**src/rtl/crc16_ci_pkg.sv**
```systemverilog
package crc16_ci_pkg;

  typedef enum logic {
    ST_IDLE  = 1'b0,
    ST_SHIFT = 1'b1
  } ci_state_e;

  localparam logic MODE_FOLD = 1'b0;
  localparam logic MODE_SEED = 1'b1;

endpackage

```
**src/rtl/crc16_ci_ctrl.sv**
```systemverilog
module crc16_ci_ctrl
  import crc16_ci_pkg::*;
#(
  parameter int unsigned DATA_W = 16
) (
  input  logic clk,
  input  logic rst,
  input  logic start,
  input  logic mode,
  output logic accept_seed,
  output logic accept_fold,
  output logic busy,
  output logic step,
  output logic last_step,
  output logic done
);

  localparam int unsigned CNT_W = (DATA_W > 1) ? $clog2(DATA_W) : 1;
  localparam logic [CNT_W-1:0] LAST_IDX = CNT_W'(DATA_W - 1);

  ci_state_e        state_q;
  logic [CNT_W-1:0] cnt_q;
  logic             done_q;
  logic             idle;

  assign idle        = (state_q == ST_IDLE);
  assign accept_seed = start && idle && (mode == MODE_SEED);
  assign accept_fold = start && idle && (mode == MODE_FOLD);
  assign busy        = (state_q == ST_SHIFT);
  assign step        = busy;
  assign last_step   = busy && (cnt_q == LAST_IDX);
  assign done        = done_q;

  always_ff @(posedge clk) begin
    if (rst) begin
      state_q <= ST_IDLE;
      cnt_q   <= '0;
      done_q  <= 1'b0;
    end else begin
      done_q <= accept_seed | last_step;
      unique case (state_q)
        ST_IDLE: begin
          if (accept_fold) begin
            state_q <= ST_SHIFT;
            cnt_q   <= '0;
          end
        end
        ST_SHIFT: begin
          cnt_q <= cnt_q + 1'b1;
          if (last_step) begin
            state_q <= ST_IDLE;
          end
        end
        default: state_q <= ST_IDLE;
      endcase
    end
  end

endmodule

```
**src/rtl/crc16_ci_datapath.sv**
```systemverilog
module crc16_ci_datapath #(
  parameter int unsigned          DATA_W = 16,
  parameter logic [DATA_W-1:0]    POLY   = DATA_W'(16'h1021)
) (
  input  logic              clk,
  input  logic              rst,
  input  logic              load_seed,
  input  logic              load_word,
  input  logic              step,
  input  logic              last_step,
  input  logic [DATA_W-1:0] operand,
  output logic [DATA_W-1:0] result
);

  // One serial division step: the feedback is the bit leaving the top
  // of the register combined with the incoming message bit.
  function automatic logic [DATA_W-1:0] fold_bit(
    input logic [DATA_W-1:0] crc,
    input logic              din
  );
    logic fb;
    fb = crc[DATA_W-1] ^ din;
    return {crc[DATA_W-2:0], 1'b0} ^ (fb ? POLY : '0);
  endfunction

  logic [DATA_W-1:0] work_q;
  logic [DATA_W-1:0] data_q;
  logic [DATA_W-1:0] res_q;
  logic [DATA_W-1:0] work_next;

  assign work_next = fold_bit(work_q, data_q[DATA_W-1]);
  assign result    = res_q;

  always_ff @(posedge clk) begin
    if (rst) begin
      work_q <= '0;
      data_q <= '0;
      res_q  <= '0;
    end else if (load_seed) begin
      work_q <= operand;
      res_q  <= operand;
    end else if (load_word) begin
      data_q <= operand;
    end else if (step) begin
      work_q <= work_next;
      data_q <= {data_q[DATA_W-2:0], 1'b0};
      if (last_step) begin
        res_q <= work_next;
      end
    end
  end

endmodule

```
**src/rtl/crc16_ci.sv**
```systemverilog
module crc16_ci #(
  parameter int unsigned       DATA_W = 16,
  parameter logic [DATA_W-1:0] POLY   = DATA_W'(16'h1021)
) (
  input  logic              clk,
  input  logic              rst,
  input  logic              start,
  input  logic              mode,
  input  logic [DATA_W-1:0] operand,
  output logic              done,
  output logic [DATA_W-1:0] result
);

  logic accept_seed;
  logic accept_fold;
  logic accept;
  logic busy;
  logic step;
  logic last_step;

  assign accept = accept_seed | accept_fold;

  crc16_ci_ctrl #(
    .DATA_W (DATA_W)
  ) u_ctrl (
    .clk         (clk),
    .rst         (rst),
    .start       (start),
    .mode        (mode),
    .accept_seed (accept_seed),
    .accept_fold (accept_fold),
    .busy        (busy),
    .step        (step),
    .last_step   (last_step),
    .done        (done)
  );

  crc16_ci_datapath #(
    .DATA_W (DATA_W),
    .POLY   (POLY)
  ) u_dp (
    .clk       (clk),
    .rst       (rst),
    .load_seed (accept_seed),
    .load_word (accept_fold),
    .step      (step),
    .last_step (last_step),
    .operand   (operand),
    .result    (result)
  );

endmodule

```
**config.mk**
```make
export PLATFORM = sky130hd
export DESIGN_NAME = crc16_ci
export DESIGN_NICKNAME = d
export VERILOG_FILES = /design/src/rtl/crc16_ci_pkg.sv /design/src/rtl/crc16_ci_ctrl.sv /design/src/rtl/crc16_ci_datapath.sv /design/src/rtl/crc16_ci.sv
export SDC_FILE = /design/constraint.sdc
export NUM_CORES = 1
export LEC_CHECK = 0
export ABC_AREA = 1
export ABC_CLOCK_PERIOD_IN_PS = 2200
export BUFFER_PORTS_ARGS = -buffer_cell sky130_fd_sc_hd__buf_2
export CORE_MARGIN = 2
export CORE_UTILIZATION = 30
export DETAILED_ROUTE_END_ITERATION = 10
export MAX_ROUTING_LAYER = met4
export SLEW_MARGIN = 20
export SYNTH_ARGS = -nofsm -noshare
export SYNTH_HDL_FRONTEND = slang
export SYNTH_HIERARCHICAL = 1
export SYNTH_SLANG_ARGS = --single-unit
```
**constraint.sdc**
```tcl
create_clock -name clk -period 2.2 [get_ports clk]
set_clock_uncertainty 0.2 [all_clocks]
set_input_delay 0.44 -clock clk [delete_from_list [all_inputs] [get_ports clk]]
set_output_delay 0.44 -clock clk [all_outputs]
set_load 0.02 [all_outputs]
```
* Yosys cells after proc, flatten, opt, wreduce, memory -nomap -nowiden
Cells that the tools add are included.
** Word-level totals
- Flip-flop bits (word level) :: 54
- Bits of input ports :: 20
- Output and inout port bits :: 17
- Logic and storage cells :: 41
** Cells by class
- Add/sub/neg operators :: 1
- Equal/unequal tests :: 3
- Muxes and demuxes :: 15
- Bitwise operators :: 6
- Reduce and logical (&&, ||, !) cells :: 10
** Operator list (number)
- 16-bit 2-to-1 mux :: 9
- 16-bit XOR :: 1
- 13-bit 2-to-1 mux :: 1
- 4-bit one-hot mux with 2 select lines :: 1
- 2-bit nonzero test :: 3
- 4-bit by 1-bit adder with 4-bit output (second input constant) :: 1
- 4-bit == test (second input constant) :: 1
- 1-bit logical AND :: 4
- 4-bit 2-to-1 mux :: 1
- 2-bit AND reduction :: 2
- 1-bit inverter :: 3
- 3-bit AND reduction :: 1
- 1-bit 2-to-1 mux :: 2
- 2-bit by 1-bit != test with 1-bit output (second input constant) :: 1
- 2-bit != test (second input constant) :: 1
- 1-bit one-hot mux with 2 select lines :: 1
- 1-bit OR :: 1
- 1-bit XOR :: 1

* Logic depth before layout (Yosys ltp)
Gate-level depths: netlist of run 1.
- Word-level depth :: 7
- Depth in mapped cells :: 11
- Mapped depth without buffers :: 11

* Cells and area by module
Netlist of run 1, hierarchy kept.
** By module, submodules not included
- crc16_ci_datapath :: instances 1, cells each 279, area each 2150.8 um2, seq. area each 960.9 um2
- crc16_ci_ctrl :: instances 1, cells each 41, area each 297.8 um2, seq. area each 120.1 um2

* Worst setup path after synthesis of run 1
OpenSTA, ideal clock, no wires.
- Path type :: register to register
- From :: register u_ctrl.state_q (netlist: u_ctrl/busy)
- To :: register u_dp.data_q[10]
- Library setup time :: 116 ps
- Data arrival time :: 1359 ps
- Data required time :: 1884 ps
- Setup slack :: 525 ps
- Stages on the path, launching flop included :: 11
- Path buffers :: 2
- Clock period less this slack :: 1675 ps
- Path through :: dfxtp_1 inv_1 nand3_1 inv_1 buf_4 inv_4 o21ai_4 inv_2 buf_4 nand3_1 o211a_1
** On the way
- Cells in the longest elaborated chain, start to end :: 5
- Elaborated cells between the ends (all ways) :: 8
- Those cells by class :: 1 x mux; 2 x bitwise; 5 x reduce/logical
** Ends and longest elaborated chain
- from (decl) :: RTL line crc16_ci_ctrl.sv:21 : ci_state_e state_q;
- from (signal assigned) :: RTL line crc16_ci_ctrl.sv:36 : state_q <= ST_IDLE;
- from (signal assigned) :: RTL line crc16_ci_ctrl.sv:44 : state_q <= ST_SHIFT;
- from (signal assigned) :: RTL line crc16_ci_ctrl.sv:51 : state_q <= ST_IDLE;
- 1-bit inverter :: RTL line crc16_ci_ctrl.sv:26 : assign idle = (state_q == ST_IDLE);
- 1-bit logical AND (2 in a row) :: RTL line crc16_ci_ctrl.sv:27 : assign accept_seed = start && idle && (mode == MODE_SEED);
- net accept_seed :: RTL line crc16_ci.sv:14 : logic accept_seed;
- 1-bit inverter (no source line)
- 2-bit AND reduction (no source line)
- to (signal assigned) :: RTL line crc16_ci_datapath.sv:43 : data_q <= operand;
- to (signal assigned) :: RTL line crc16_ci_datapath.sv:46 : data_q <= {data_q[DATA_W-2:0], 1'b0};
- to (decl) :: RTL line crc16_ci_datapath.sv:27 : logic [DATA_W-1:0] data_q;
The timed path passes the listed nets, and every way through them passes these cells.
A chain may end at the register's enable or synchronous reset.

* Worst setup path in the final report of run 1
- From :: register u_ctrl.cnt_q[0]
- To :: register u_dp.res_q[1] (netlist: u_dp/result[1])
** On the way
- Cells in the longest elaborated chain, start to end :: 4
** Ends and longest elaborated chain
- from (decl) :: RTL line crc16_ci_ctrl.sv:22 : logic [CNT_W-1:0] cnt_q;
- from (signal assigned) :: RTL line crc16_ci_ctrl.sv:49 : cnt_q <= cnt_q + 1'b1;
- 4-bit == test :: RTL line crc16_ci_ctrl.sv:31 : assign last_step = busy && (cnt_q == LAST_IDX);
- 1-bit logical AND :: RTL line crc16_ci_ctrl.sv:31
- net last_step :: RTL line crc16_ci.sv:19 : logic last_step;
- 2-bit nonzero test (no source line)
- 3-bit AND reduction (no source line)
- to (signal assigned) :: RTL line crc16_ci_datapath.sv:41 : res_q <= operand;
- to (signal assigned) :: RTL line crc16_ci_datapath.sv:48 : res_q <= work_next;
- to (decl) :: RTL line crc16_ci_datapath.sv:28 : logic [DATA_W-1:0] res_q;
The timed path passes the listed nets, and every way through them passes these cells.

==> impl_metrics.tcl, run 1 <==
set metrics [dict create \
    highest_layer "met4" \
    critical_path.cell_chain "ha_1 -> nand2_2 -> nor2_2 -> nand2_1 -> inv_1 -> nand3b_1 -> a21oi_1" \
    synth_top_family_by_area "compound AO/OA/AOI/OAI gates" \
    powerDensity_nw_per_um2 793 \
    routed-wl-met2_um 2500 \
    syn_to_final_growth_pct 13.5 \
    num_rows 32 \
    clock_sinks 54 \
    p_seq_frac 0.508 \
    postCtsHoldBufs 0 \
    clk_pin_slew_ns 0.09 \
    synth_ff_type "dfxtp_1" \
    antenna_found_initial 0 \
    grt.overflow.total 0 \
    ys_seq_elements 54 \
    cts_tree "built" \
    drt-met1-wl_um 2730 \
    p_leak_uw 0.00132 \
    status "finished, final reports clean" \
    max_slew_margin 0.642 \
    ctsResizeCount 0 \
    fmax_ghz 0.530 \
    min_period_ns 1.89 \
    synth_compound_area_frac 0.222 \
    arrival_ns 1.92 \
    yosys.area_share.simple 0.221 \
    grt_max_degree 35 \
    worstSetupStartpointType "flop" \
    vias 2115 \
    cts_buffers 5 \
    dpl.hpwl_um 4060 \
    path_max_fanout 12 \
    netlist_instances 320 \
    nFillCells 841 \
    die_y_um 94.3 \
    clk_latency_ns 0.30 \
    final.setup.tns_ns 0 \
    power_frac_clock 0.298 \
    yosysWarnings 6 \
    p_int_uw 1570 \
    drc 0 \
    grt_pass1_wl_um 9370 \
    io_pins 37 \
    wirelength_um 5560 \
    rsz0062_at_grt "no" \
    cap_violations 0 \
    start_util 0.314 \
    required_ns 2.23 \
    criticalPathCategory "flop to flop" \
    hp-class "primary input to flop" \
    coreArea_um2 7810 \
    seq_area_um2 1080 \
    hold_viol 0 \
    ant_nets 0 \
    die_area_um2 8900 \
    h-tree-depth 2 \
    post-route-period-util 0.858 \
    p_sw_uw 637 \
    gr-usage-all-layers 0.139 \
    yosysSeqAreaShare 0.441 \
    synthXorXnorAreaFrac 0 \
    post-cts-setup-buffers 0 \
    worstMarginPinSlew_ns 0.536 \
    root_buffer "clkbuf_8" \
    diodes 0 \
    grt_pass1_vias 1977 \
    portBuffers 36 \
    p_sw_frac 0.289 \
    cpPeakStageDelay_ns 0.46 \
    async_reset_ff_frac 0 \
    syn_area_per_cell_um2 7.65 \
    multi_input_area_um2 1100 \
    finalSetupViolCount 0 \
    power_frac_comb 0.194 \
    crit_slowest_cell "nand3b_1" \
    synth_edf_count 0 \
    synth_area_um2 2450 \
    synth.distinct_cells 27 \
    vdd_drop_max_mv 0.214 \
    via_per_inst 4.67 \
    final_nets 371 \
    cp-end-kind "flop" \
    gp_congestion 0.758 \
    clk_path_buf_depth 2 \
    die_w_um 94.3 \
    synth_fp_nets 341 \
    drtIter0Drc 117 \
    drt_pass1_iterations 4 \
    drive_gt1_frac 0.199 \
    wl_per_cell_um 12.3 \
    synthAdderAreaFrac 0.00511 \
    final_area_um2 2780 \
    dpl-instance-area_um2 2670 \
    yosys-mux-area-fraction 0 \
    wl_met3_um 261 \
    maxSlewViolCount 0 \
]
power by group through the flow:
stage | clock (uW) | sequential (uW) | combinational (uW)
after floorplan | 0 | 1180 | 282
after global placement | 0 | 1140 | 423
after detailed placement | 0 | 1140 | 430
after CTS | 684 | 1120 | 431
after global routing | 725 | 1130 | 485
final | 657 | 1120 | 428
sequential cells by signal (all words and copies together) (netlist names):
register / flops
u_dp/data_q: 16
u_ctrl/done: 1
u_dp/result: 16
u_ctrl/cnt_q: 4
u_dp/work_q: 16
u_ctrl/busy: 1
metrics by stage:
step | hold WS [ns] | setup slack [ns] | instances | utilization | power, uW
global route | 0.175 | 0.124 | 453 | 0.356 | 2340
global placement | 0.232 | 0.142 | 445 | 0.342 | 1560
detailed placement | 0.241 | 0.116 | 445 | 0.342 | 1570
CTS | 0.177 | 0.306 | 453 | 0.356 | 2230
floorplan | 0.223 | 0.525 | 320 | - | 1460
finish | 0.182 | 0.313 | 453 | 0.356 | 2200
worst paths after layout:
| check | start | end | slack (ns) | cells after the start |
|---|---|---|---|---|
| setup reg to reg | u_ctrl/cnt_q[0]$_SDFFE_PP0P_ | u_dp/result[1]$_SDFFE_PP0P_ | 0.31 | 7 |
| setup / recovery | u_ctrl/cnt_q[0]$_SDFFE_PP0P_ | u_dp/result[1]$_SDFFE_PP0P_ | 0.31 | 7 |
| hold / removal | rst | u_ctrl/done$_SDFF_PP0_ | 0.18 | 2 |
| hold reg to reg | u_dp/work_q[8]$_SDFFE_PP0P_ | u_dp/work_q[8]$_SDFFE_PP0P_ | 0.25 | 2 |
cells by family after synthesis:
kind of cell    count (synthesis)
buf+inv                        55
simple gates                  127
flops                          54
fa+ha+maj                       1
compound gates                 83
synth_stat cells, types with 4 or more instances:
| cell type | n | area [um^2] |
|---|---|---|
| o21ai_1 | 5 | 25.0 |
| buf_4 | 5 | 37.5 |
| nand3_1 | 30 | 150 |
| inv_1 | 33 | 124 |
| nand2_1 | 66 | 248 |
| o21ai_2 | 8 | 70.1 |
| nor2_1 | 24 | 90.1 |
| a21oi_1 | 32 | 160 |
| o211a_1 | 13 | 130 |
| buf_6 | 4 | 45.0 |
| dfxtp_1 | 54 | 1080 |
| o21ai_0 | 20 | 100 |
| buf_2 | 6 | 30.0 |
per-layer routing:
| metal | GRT usage | vias to the layer above |
|---|---|---|
| li1 | - | 1102 |
| met4 | 0.0399 | 0 |
| met5 | - | - |
| met3 | 0.0303 | 6 |
| met2 | 0.213 | 36 |
| met1 | 0.184 | 971 |
cell type report:
class / instances / share of cell area
tap: 102 / 0.0459
clock inverter: 2 / 0.0135
inverter: 37 / 0.0518
multi-input combinational: 211 / 0.395
timing repair buffer: 41 / 0.0783
clock buffer: 6 / 0.0261
sequential: 54 / 0.389
placed cells by master, fill, tap and decap left out, types with 2 or more instances in the layout:
master     n
o211a_1   13
o21ai_1    5
inv_4      2
nand3_1   30
o21ai_2    8
inv_1     33
dfxtp_1   54
buf_4      5
a21oi_1   32
buf_2     36
clkbuf_8   5
inv_2      2
o21ai_4    2
nor2_1    24
o21ai_0   20
nand2_1   66
a21oi_2    3
worst max-delay path, delay by kind of cell, from the launching register on:
kind | cells | cell delay, ns
and+or+nand+nor | 4 | 0.67
AOI/OAI and AO/OA | 1 | 0.28
buffers and inverters | 1 | 0.07
DFF | 1 | 0.36
adders and majority gates | 1 | 0.23
(Power assumes the default switching activity.)
==> run 2, diff against run 1 <==
ABC_CLOCK_PERIOD_IN_PS = 1600   (was 2200)
clock period = 1.6 ns   (was 2.2 ns; I/O delays follow)
==> impl_metrics.tcl, run 2 (synthesis results as in run 1) <==
set metrics [dict create \
    cpPeakStageDelay_ns 0.33 \
    mostFrequentLayoutCell "nand2_1" \
    clock_sinks 54 \
    coreArea_um2 7810 \
    pre_cts_slack_ns -0.211 \
    max_slew_margin 0.780 \
    r2r_end "u_dp/result[3]$_SDFFE_PP0P_" \
    portBuffers 36 \
    grt_max_degree 27 \
    p_sw_frac 0.309 \
    p_leak_uw 0.00150 \
    antenna_found_initial 0 \
    via_per_inst 4.68 \
    ant_nets 0 \
    die_y_um 94.3 \
    drtIter0Drc 77 \
    dpl.hpwl_um 4180 \
    p_sw_uw 957 \
    io_pins 37 \
    p_seq_frac 0.499 \
    gr-usage-all-layers 0.141 \
    arrival_ns 1.58 \
    wirelength_um 5970 \
    setup_ws_ns 0.0301 \
    critical_path.cell_chain "inv_1 -> nand3_2 -> inv_4 -> inv_6 -> o21ai_4 -> inv_2 -> buf_12 -> o21ai_2 -> a21oi_2" \
    crit_family "buffers and inverters" \
    min_period_ns 1.57 \
    total_power_uw 3090 \
    required_ns 1.61 \
    cap_violations 0 \
    rsz0062_at_grt "yes" \
    die_w_um 94.3 \
    hp-class "primary input to flop" \
    finalSetupViolCount 0 \
    regToRegSetupSlack_ns 0.03 \
    num_rows 32 \
    root_buffer "clkbuf_8" \
    grt.overflow.total 0 \
    power_frac_clock 0.268 \
    clk_latency_ns 0.31 \
    drc 0 \
    multi_input_area_um2 1200 \
    p_int_uw 2140 \
    diodes 0 \
    dpl.cell_count 467 \
    criticalPathCategory "flop to flop" \
    maxSlewViolCount 0 \
    cts_tree "built" \
    final_nets 399 \
    postCtsHoldBufs 0 \
    worstSetupStartpointType "flop" \
    drive_gt1_frac 0.325 \
    cts_buffers 5 \
    h-tree-depth 2 \
    crit_buf_inv 5 \
    stdcell_count 481 \
    path_max_fanout 20 \
    power_frac_comb 0.234 \
    grt_pass1_wl_um 9580 \
    die_area_um2 8900 \
    clk_pin_slew_ns 0.10 \
    syn_to_final_growth_pct 30.4 \
    powerDensity_nw_per_um2 969 \
    drt_pass1_iterations 4 \
    r2r_cells 9 \
    grt_pass1_vias 2045 \
    min_from "rst" \
    layout_common_cells "65 x nand2_1, 51 x dfxtp_1, 36 x buf_2" \
    wl_per_cell_um 12.4 \
    vdd_drop_max_mv 0.390 \
    hold_viol 0 \
    fmax_ghz 0.637 \
    whs_path_depth 3 \
    worstMarginPinSlew_ns 0.327 \
    cp-end-kind "flop" \
    post-route-period-util 0.981 \
    gp_congestion 0.796 \
    start_util 0.314 \
    timing.hold.ws_ns 0.109 \
    clk_path_buf_depth 2 \
    nFillCells 827 \
    crit_path_end "u_dp/result[3]$_SDFFE_PP0P_" \
    seq_area_um2 1080 \
    crit_slowest_cell "dfxtp_2" \
    status "finished, final reports clean" \
    crit_start "u_ctrl/busy$_SDFF_PP0_" \
    vias 2249 \
    timing.rr.start "u_ctrl/busy$_SDFF_PP0_" \
    cp.depth 9 \
]
==> run 2: cell count changes in the layout (fill, tap and decap cells not counted), moves of 4 or more <==
cell / change
nor2_1: -8
a21oi_1: -6
buf_4: +18
a21oi_2: +6
buf_12: +4
nor2_2: +6
==> run 2: what timing repair did <==
action	4_1_cts	5_1_grt
gates cloned	0	1
resized for setup	15	30
endpoints found under the setup margin	31	40
endpoints found under the hold margin	0	0
pin swaps	5	4
setup buffers	3	2
==> run 2: metrics by stage <==
step | setup TNS (ns) | area (um^2) | util
2_1_floorplan | 0 | 2450 | -
3_3_place_gp | -4.07 | 2870 | 0.368
3_5_place_dp | -6.27 | 2870 | 0.368
4_1_cts | -0.0542 | 3040 | 0.389
5_1_grt | -0.629 | 3190 | 0.409
6_report | 0 | 3190 | 0.409
==> run 2: area by class of cell <==
class / instances / area share
multi-input cells: 211 / 0.378
flip-flops and latches: 54 / 0.340
repair buffers: 69 / 0.163
clock buffers: 6 / 0.0259
well taps: 102 / 0.0400
inverters: 37 / 0.0482
clock inverters: 2 / 0.00510
==> run 2: power groups by stage <==
stage	Clock, uW	Sequential [uW]	Combinational [uW]
finish	828	1540	722
CTS	854	1540	669
global placement	0	1570	646
floorplan	0	1620	390
detailed placement	0	1570	655
global route	925	1560	802
==> run 2: how the worst min path moves through the flow <==
stage	end	slack (ns)
3_3_place_gp	u_dp/work_q[7]$_SDFFE_PP0P_	0.23
5_1_grt	u_dp/data_q[0]$_SDFFE_PP0P_	0.11
6_report	u_ctrl/done$_SDFF_PP0_	0.11
4_1_cts	u_dp/data_q[0]$_SDFFE_PP0P_	0.09
3_5_place_dp	u_dp/work_q[9]$_SDFFE_PP0P_	0.24
2_1_floorplan	u_ctrl/done$_SDFF_PP0_	0.18
==> run 2: metal layers <==
metal / track usage / vias to the layer above / wire length [um] / part of all wire
li1: - / 1162 / - / -
met1: 0.178 / 1044 / 2820 / 0.47
met2: 0.223 / 32 / 2830 / 0.47
met3: 0.0295 / 11 / 208 / 0.035
met4: 0.0507 / 0 / 104 / 0.017
met5: - / - / 0 / 0
==> run 2: tightest hold or removal path: stages <==
cell and delay, ns:
buf_2 0.10, buf_4 0.14, a21oi_2 0.03
